<file path="config.mk">
export PLATFORM = sky130hd
export DESIGN_NAME = tmr_coalescer
export DESIGN_NICKNAME = d
export VERILOG_FILES = /design/src/rtl/tmr_coalescer_pkg.sv /design/src/rtl/coal_divider.sv /design/src/rtl/coal_gate.sv /design/src/rtl/coal_watchdog.sv /design/src/rtl/tmr_coalescer.sv
export SDC_FILE = /design/constraint.sdc
export NUM_CORES = 1
export LEC_CHECK = 0
export BUFFER_PORTS_ARGS = -buffer_cell sky130_fd_sc_hd__buf_2
export CAP_MARGIN = 20
export CORE_AREA = 2 2 249 251
export DETAILED_ROUTE_END_ITERATION = 16
export DIE_AREA = 0 0 251 253
export PLACE_DENSITY = 0.46
export SETUP_SLACK_MARGIN = 0.05
export SYNTH_ARGS = -nofsm -noshare
export SYNTH_HDL_FRONTEND = slang
export SYNTH_HIERARCHICAL = 1
export SYNTH_SLANG_ARGS = --single-unit
</file>
<file path="constraint.sdc">
create_clock -name clk -period 11.3 [get_ports clk]
set_input_delay 0 -clock clk [delete_from_list [all_inputs] [get_ports clk]]
set_output_delay 0 -clock clk [all_outputs]
set_load 0.05 [all_outputs]
</file>
<file path="src/rtl/tmr_coalescer_pkg.sv">
package tmr_coalescer_pkg;
  typedef enum logic [1:0] {
    ST_IDLE  = 2'd0,
    ST_DIV   = 2'd1,
    ST_ISSUE = 2'd2,
    ST_WAIT  = 2'd3
  } coal_state_e;
endpackage

</file>
<file path="src/rtl/coal_divider.sv">
// Restoring divider by a constant, one quotient bit per cycle.
module coal_divider #(
  parameter int W   = 32,
  parameter int DIV = 4
) (
  input  logic         clk,
  input  logic         rst,
  input  logic         start,
  input  logic [W-1:0] num,
  output logic         busy,
  output logic         done,
  output logic [W-1:0] quo
);
  localparam int CW = $clog2(W + 1);
  localparam logic [W-1:0] DIVISOR = W'(DIV);

  logic [W-1:0]  n_q, r_q, r_sh;
  logic [CW-1:0] cnt_q;
  logic          ge;

  always_comb begin
    r_sh = {r_q[W-2:0], n_q[W-1]};
    ge   = (r_sh >= DIVISOR);
  end

  always_ff @(posedge clk) begin
    if (rst) begin
      busy  <= 1'b0;
      done  <= 1'b0;
      n_q   <= '0;
      r_q   <= '0;
      cnt_q <= '0;
    end else begin
      done <= 1'b0;
      if (start) begin
        n_q   <= num;
        r_q   <= '0;
        cnt_q <= CW'(W);
        busy  <= 1'b1;
      end else if (busy) begin
        r_q   <= ge ? (r_sh - DIVISOR) : r_sh;
        n_q   <= {n_q[W-2:0], ge};
        cnt_q <= cnt_q - 1'b1;
        if (cnt_q == CW'(1)) begin
          busy <= 1'b0;
          done <= 1'b1;
        end
      end
    end
  end

  assign quo = n_q;
endmodule

</file>
<file path="src/rtl/coal_gate.sv">
// Decides whether a stored target may be issued and how far away it is.
module coal_gate #(
  parameter int TB_W      = 32,
  parameter int CNT_W     = 2,
  parameter int UPD_MAX   = 2,
  parameter int MIN_TICKS = 2000,
  parameter int TPU       = 4
) (
  input  logic [TB_W-1:0]  target,
  input  logic [TB_W-1:0]  now,
  input  logic [TB_W-1:0]  stamp,
  input  logic             in_flight,
  input  logic [CNT_W-1:0] upd_cnt,
  output logic             allow,
  output logic             far,
  output logic [TB_W-1:0]  num
);
  localparam logic [TB_W-1:0] MIN_T = TB_W'(MIN_TICKS);
  localparam logic [TB_W-1:0] RND   = TB_W'(TPU - 1);

  logic remain_ok, flight_ok;

  always_comb begin
    remain_ok = (stamp > now) && ((stamp - now) > MIN_T);
    flight_ok = !in_flight || ((target < stamp) && remain_ok);
    allow     = flight_ok && (upd_cnt <= CNT_W'(UPD_MAX));
    far       = (target > now) && ((target - now) > MIN_T);
    num       = target - now + RND;
  end
endmodule

</file>
<file path="src/rtl/coal_watchdog.sv">
// Flags a timer whose expected expiry has been overrun by a wide margin.
module coal_watchdog #(
  parameter int TB_W        = 32,
  parameter int STUCK_TICKS = 40000
) (
  input  logic [TB_W-1:0] now,
  input  logic [TB_W-1:0] stamp,
  input  logic            in_flight,
  output logic            stuck
);
  localparam logic [TB_W-1:0] LIM = TB_W'(STUCK_TICKS);

  always_comb
    stuck = in_flight && (now > stamp) && ((now - stamp) > LIM);
endmodule

</file>
<file path="src/rtl/tmr_coalescer.sv">
module tmr_coalescer
  import tmr_coalescer_pkg::*;
#(
  parameter int TB_W         = 32,
  parameter int US_W         = 20,
  parameter int TICKS_PER_US = 4,
  parameter int MIN_US       = 500,
  parameter int UPD_MAX      = 2,
  parameter int STUCK_US     = 10000
) (
  input  logic            clk,
  input  logic            rst,
  input  logic            tgt_vld,
  input  logic [TB_W-1:0] tgt_val,
  input  logic [TB_W-1:0] tb_now,
  input  logic            cmd_rdy,
  input  logic            cmd_done,
  input  logic            cmd_ok,
  input  logic            expiry_pulse,
  output logic            cmd_vld,
  output logic [US_W-1:0] cmd_us,
  output logic            tmr_failed
);
  localparam int MIN_TICKS   = MIN_US * TICKS_PER_US;
  localparam int STUCK_TICKS = STUCK_US * TICKS_PER_US;
  localparam int CNT_W       = $clog2(UPD_MAX + 2);

  coal_state_e      state_q;
  logic [TB_W-1:0]  target_q, stamp_q, div_num_q;
  logic             has_new_q, in_flight_q, div_start_q, failed_q, cmd_vld_q;
  logic [CNT_W-1:0] upd_cnt_q;
  logic [US_W-1:0]  cmd_us_q;

  logic             allow, far, stuck, div_busy, div_done, arm;
  logic [TB_W-1:0]  num, quo;

  coal_gate #(
    .TB_W(TB_W), .CNT_W(CNT_W), .UPD_MAX(UPD_MAX),
    .MIN_TICKS(MIN_TICKS), .TPU(TICKS_PER_US)
  ) gate_i (
    .target(target_q), .now(tb_now), .stamp(stamp_q),
    .in_flight(in_flight_q), .upd_cnt(upd_cnt_q),
    .allow(allow), .far(far), .num(num)
  );

  coal_divider #(.W(TB_W), .DIV(TICKS_PER_US)) div_i (
    .clk(clk), .rst(rst), .start(div_start_q), .num(div_num_q),
    .busy(div_busy), .done(div_done), .quo(quo)
  );

  coal_watchdog #(.TB_W(TB_W), .STUCK_TICKS(STUCK_TICKS)) wd_i (
    .now(tb_now), .stamp(stamp_q), .in_flight(in_flight_q), .stuck(stuck)
  );

  assign arm = (state_q == ST_WAIT) && cmd_done && cmd_ok;

  always_ff @(posedge clk) begin
    if (rst) begin
      state_q     <= ST_IDLE;
      target_q    <= '0;
      stamp_q     <= '1;
      div_num_q   <= '0;
      has_new_q   <= 1'b0;
      in_flight_q <= 1'b0;
      div_start_q <= 1'b0;
      failed_q    <= 1'b0;
      cmd_vld_q   <= 1'b0;
      cmd_us_q    <= '0;
      upd_cnt_q   <= '0;
    end else begin
      div_start_q <= 1'b0;
      case (state_q)
        ST_IDLE: if (has_new_q) begin
          has_new_q <= 1'b0;
          if (allow && !failed_q) begin
            upd_cnt_q <= upd_cnt_q + 1'b1;
            if (far) begin
              div_num_q   <= num;
              div_start_q <= 1'b1;
              state_q     <= ST_DIV;
            end else begin
              cmd_us_q  <= US_W'(MIN_US);
              cmd_vld_q <= 1'b1;
              state_q   <= ST_ISSUE;
            end
          end
        end
        ST_DIV: if (div_done && !div_busy) begin
          cmd_us_q  <= quo[US_W-1:0];
          cmd_vld_q <= 1'b1;
          state_q   <= ST_ISSUE;
        end
        ST_ISSUE: if (cmd_rdy) begin
          cmd_vld_q <= 1'b0;
          state_q   <= ST_WAIT;
        end
        ST_WAIT: if (cmd_done) begin
          if (cmd_ok) begin
            stamp_q     <= tb_now + TB_W'(cmd_us_q) * TB_W'(TICKS_PER_US);
            in_flight_q <= 1'b1;
          end
          state_q <= ST_IDLE;
        end
        default: state_q <= ST_IDLE;
      endcase

      if (expiry_pulse) begin
        upd_cnt_q <= '0;
        if (!arm) in_flight_q <= 1'b0;
      end

      if (tgt_vld && !failed_q && (tgt_val != target_q)) begin
        if ((state_q != ST_IDLE) || has_new_q) begin
          if (tgt_val < target_q) begin
            target_q  <= tgt_val;
            has_new_q <= 1'b1;
          end
        end else begin
          target_q  <= tgt_val;
          has_new_q <= 1'b1;
        end
      end

      if (stuck) begin
        failed_q    <= 1'b1;
        in_flight_q <= 1'b0;
      end
    end
  end

  assign cmd_vld    = cmd_vld_q;
  assign cmd_us     = cmd_us_q;
  assign tmr_failed = failed_q;
endmodule

</file>
==> impl_metrics.ini <==
[placement]
place_area_um2 = 19150
place_congestion = 0.9479
hpwl_um = 54370
io_buffers = 92
dp_slack_ns = 5.851

[synth]
synth_top_flop_cell = dfxtp_1
synth_edf_count = 0
ys_types = 106
synth_seq_cells = 196
ys_seq_area_share_pct = 21.62
synthArstFlopShare_pct = 0
synth_top_area_cell = dfxtp_1
syn_area_um2 = 18140
synth_commonest_cells = nand2_1 (293), a21oi_1 (264), nor2_1 (204), dfxtp_1 (196), ha_1 (189)
syn_avg_cell_area_um2 = 7.446
synth_most_common_cell = nand2_1
yosys-top-cells-area = dfxtp_1 (22%), ha_1 (13%), a21oi_1 (7.3%)
synth.top_cell.area_share_pct = 21.62
yosys_warnings = 6
syn-num-nets = 2701
synth_cells = 2437

[cts]
cts.htree.levels = 4
cts_tree = yes
cts-root-buf = clkbuf_16
cts_resized = 0
clk_path_buf_depth = 2
cts_setup_buffers = 0
clkTransAtPathRegs_ns = 0.08
cts.sinks = 196
clk_latency_ns = 0.50
hold_buffers = 52
cts_buffers = 17

[floorplanning]
die_w_um = 251
row_count = 91
die_h_um = 253
io_pins = 93
initial_core_util_pct = 29.73
core_area_um2 = 61030
die_area_um2 = 63500

[finish]
syn_to_final_growth_pct = 12.22
final_area_um2 = 20360
drive_gt1_share_pct = 8.403
nNetsFinal = 2762

[setup_path]
crit_start = target_q[8]
cp-end-kind = flip-flop
start_kind = flip-flop
crit_end = state_q[1]
r2r_start = target_q[8]
crit_type = reg -> reg
worst-endpoint-arrival_ns = 6.01
worstPathMaxFanout = 9
cp.required_ns = 11.74
r2r-end = state_q[1]
rrSetupSlack_ns = 5.73
rr_worst_depth = 16

[power_and_ir_drop]
p_int_mw = 1.552
p_sw_mw = 1.230
sequentialPowerShare_pct = 29.3
swShare_pct = 44.21
p_clk_share_pct = 24.6
power.leakage_nw = 8.895
peakVddDrop_uv = 124.6
p_comb_share_pct = 46.1
powerDensity_nw_per_um2 = 136.6

[sta]
finalCritPeriodShare_pct = 49.33
min_period_ns = 5.574
fin_setup_tns_ns = 0
fmax_mhz = 179.4
slew_viol_final = 0
max_slew_margin_pct = 33.15
worst_slew_pin_slew_ns = 0.9956
setup_viol = 0
clock_skew_ns = 0.01911
hold_viol = 0
rsz0062_at_grt = no
whs_ns = 0.06423
setup_ws_ns = 5.726

[route]
routed_via_density = 5.466
dr.pass1.iters = 6
post_drt_wl_per_cell_um = 20.40
ant_nets = 0
route.detailed.drc = 0
finalWirelength_um = 67370
via_count = 18050
drt-initial-drc-count = 1188

[global_route]
grt_overflow = 0
grt_pass1_wl_um = 101600
grt_use_total_pct = 20.99
grt_start_max_net_pins = 87
first_global_vias = 17163
antenna_found_initial = 4

[worst_hold_path]
hp-class = in -> reg

[run]
drv_cap = 0

[run_status]
status = complete, no violations
==> critical path, cell delays in order (launching register included) <==
cell and delay (ns):
dfxtp_1 0.47, ha_1 0.39, a21oi_1 0.51, o21a_1 0.32, nor3_2 0.08, a21oi_1 0.10, nor3b_2 0.35, o311ai_0 0.20
xnor2_1 0.78, o21ai_0 0.19, or4_1 0.54, o31a_1 0.33, nor2_1 0.22, o21ai_0 0.18, nand2b_1 0.18, a21oi_1 0.13
dlygate4sd3_1 0.56
==> state kept, by name, summed over array words and instances, names as in the netlist <==
signal and count:
cmd_us 20, state_q 2, cmd_vld 1, div_i/busy 1
div_i/done 1, tmr_failed 1, target_q 32, stamp_q 32
div_num_q 32, has_new_q 1, upd_cnt_q 2, div_i/cnt_q 6
div_i/r_q 31, div_start_q 1, in_flight_q 1, div_i/quo 32
==> placed cells by master (no fill, tap or decap), types with 10 or more instances in the layout <==
| cell type | synthesis | routed |
|---|---|---|
| a21o_1 | 44 | 44 |
| o21ai_0 | 120 | 119 |
| inv_1 | 178 | 177 |
| and2_1 | 10 | 10 |
| mux2i_1 | 74 | 74 |
| xor2_1 | 41 | 41 |
| o21a_1 | 21 | 21 |
| a21oi_1 | 264 | 264 |
| o22ai_1 | 10 | 10 |
| dlygate4sd3_1 | 0 | 52 |
| buf_2 | 6 | 91 |
| o21bai_1 | 11 | 11 |
| clkbuf_16 | 0 | 17 |
| dfxtp_1 | 196 | 194 |
| nand3_1 | 65 | 65 |
| o31ai_1 | 17 | 17 |
| and3_1 | 15 | 15 |
| nand2b_1 | 16 | 16 |
| or3_1 | 16 | 16 |
| or4_1 | 17 | 17 |
| a31oi_1 | 31 | 31 |
| xnor2_1 | 80 | 80 |
| nor4_1 | 22 | 22 |
| or2_2 | 15 | 15 |
| nand4_1 | 57 | 57 |
| o211ai_1 | 35 | 35 |
| a211oi_1 | 24 | 24 |
| nor2_1 | 204 | 203 |
| nor3_1 | 51 | 51 |
| nor2b_1 | 23 | 23 |
| ha_1 | 189 | 189 |
| nand2_1 | 293 | 293 |
==> stage by stage <==
stage	std cells	util (%)	total power, mW
floorplan	2437	-	1.731
CTS	3299	33.27	2.792
global route	3301	33.36	2.958
finish	3302	33.36	2.781
global placement	3215	31.38	2.081
detailed placement	3215	31.38	2.079
==> how the worst min path moves through the flow <==
stage,startpoint,end,depth (start not counted),slack [ns]
2_1_floorplan,expiry_pulse,upd_cnt_q[0],1,0.08
3_3_place_gp,tgt_val[21],target_q[21],3,0.27
3_5_place_dp,expiry_pulse,upd_cnt_q[0],2,0.26
4_1_cts,cmd_rdy,state_q[0],4,0.007
5_1_grt,cmd_rdy,state_q[0],4,0.07
6_report,cmd_rdy,state_q[0],4,0.06
==> power by group through the flow <==
stage	Clock [mW]	Sequential, mW	Combinational [mW]
after floorplan	0	0.830	0.901
after global placement	0	0.831	1.25
after detailed placement	0	0.832	1.25
after CTS	0.707	0.816	1.27
after global routing	0.728	0.821	1.41
final	0.684	0.814	1.28
==> layer usage <==
layer  part of all wire [%]  wire length (µm)  track usage (%)  vias up
met2                     47             31980            35.96      489
met5                  0.088                59                0        -
met1                     43             29180            25.53     8492
met3                    4.9              3282            3.968      125
li1                       -                 -                -     8936
met4                    4.3              2866            9.337        8
==> cell families after synthesis <==
group	share of synthesized area [%]
AOI/OAI and AO/OA	24.96
xor gates and xnor gates	5.841
adders and majority gates	13.47
buffers and inverters	6.516
DFF	21.62
muxes	4.144
and+or+nand+nor	23.44
==> layout make-up <==
class / count / area, µm²
Fill cell: 6599 / 40670
Multi-Input combinational cell: 1951 / 13040
Sequential cell: 196 / 3929
Timing Repair Buffer: 154 / 1099
Tap cell: 790 / 988.4
Inverter: 178 / 668.1
Clock buffer: 18 / 429.2
Clock inverter: 14 / 205.2
Antenna cell: 1 / 2.502
Note: power is estimated with default switching activity, not from simulation.
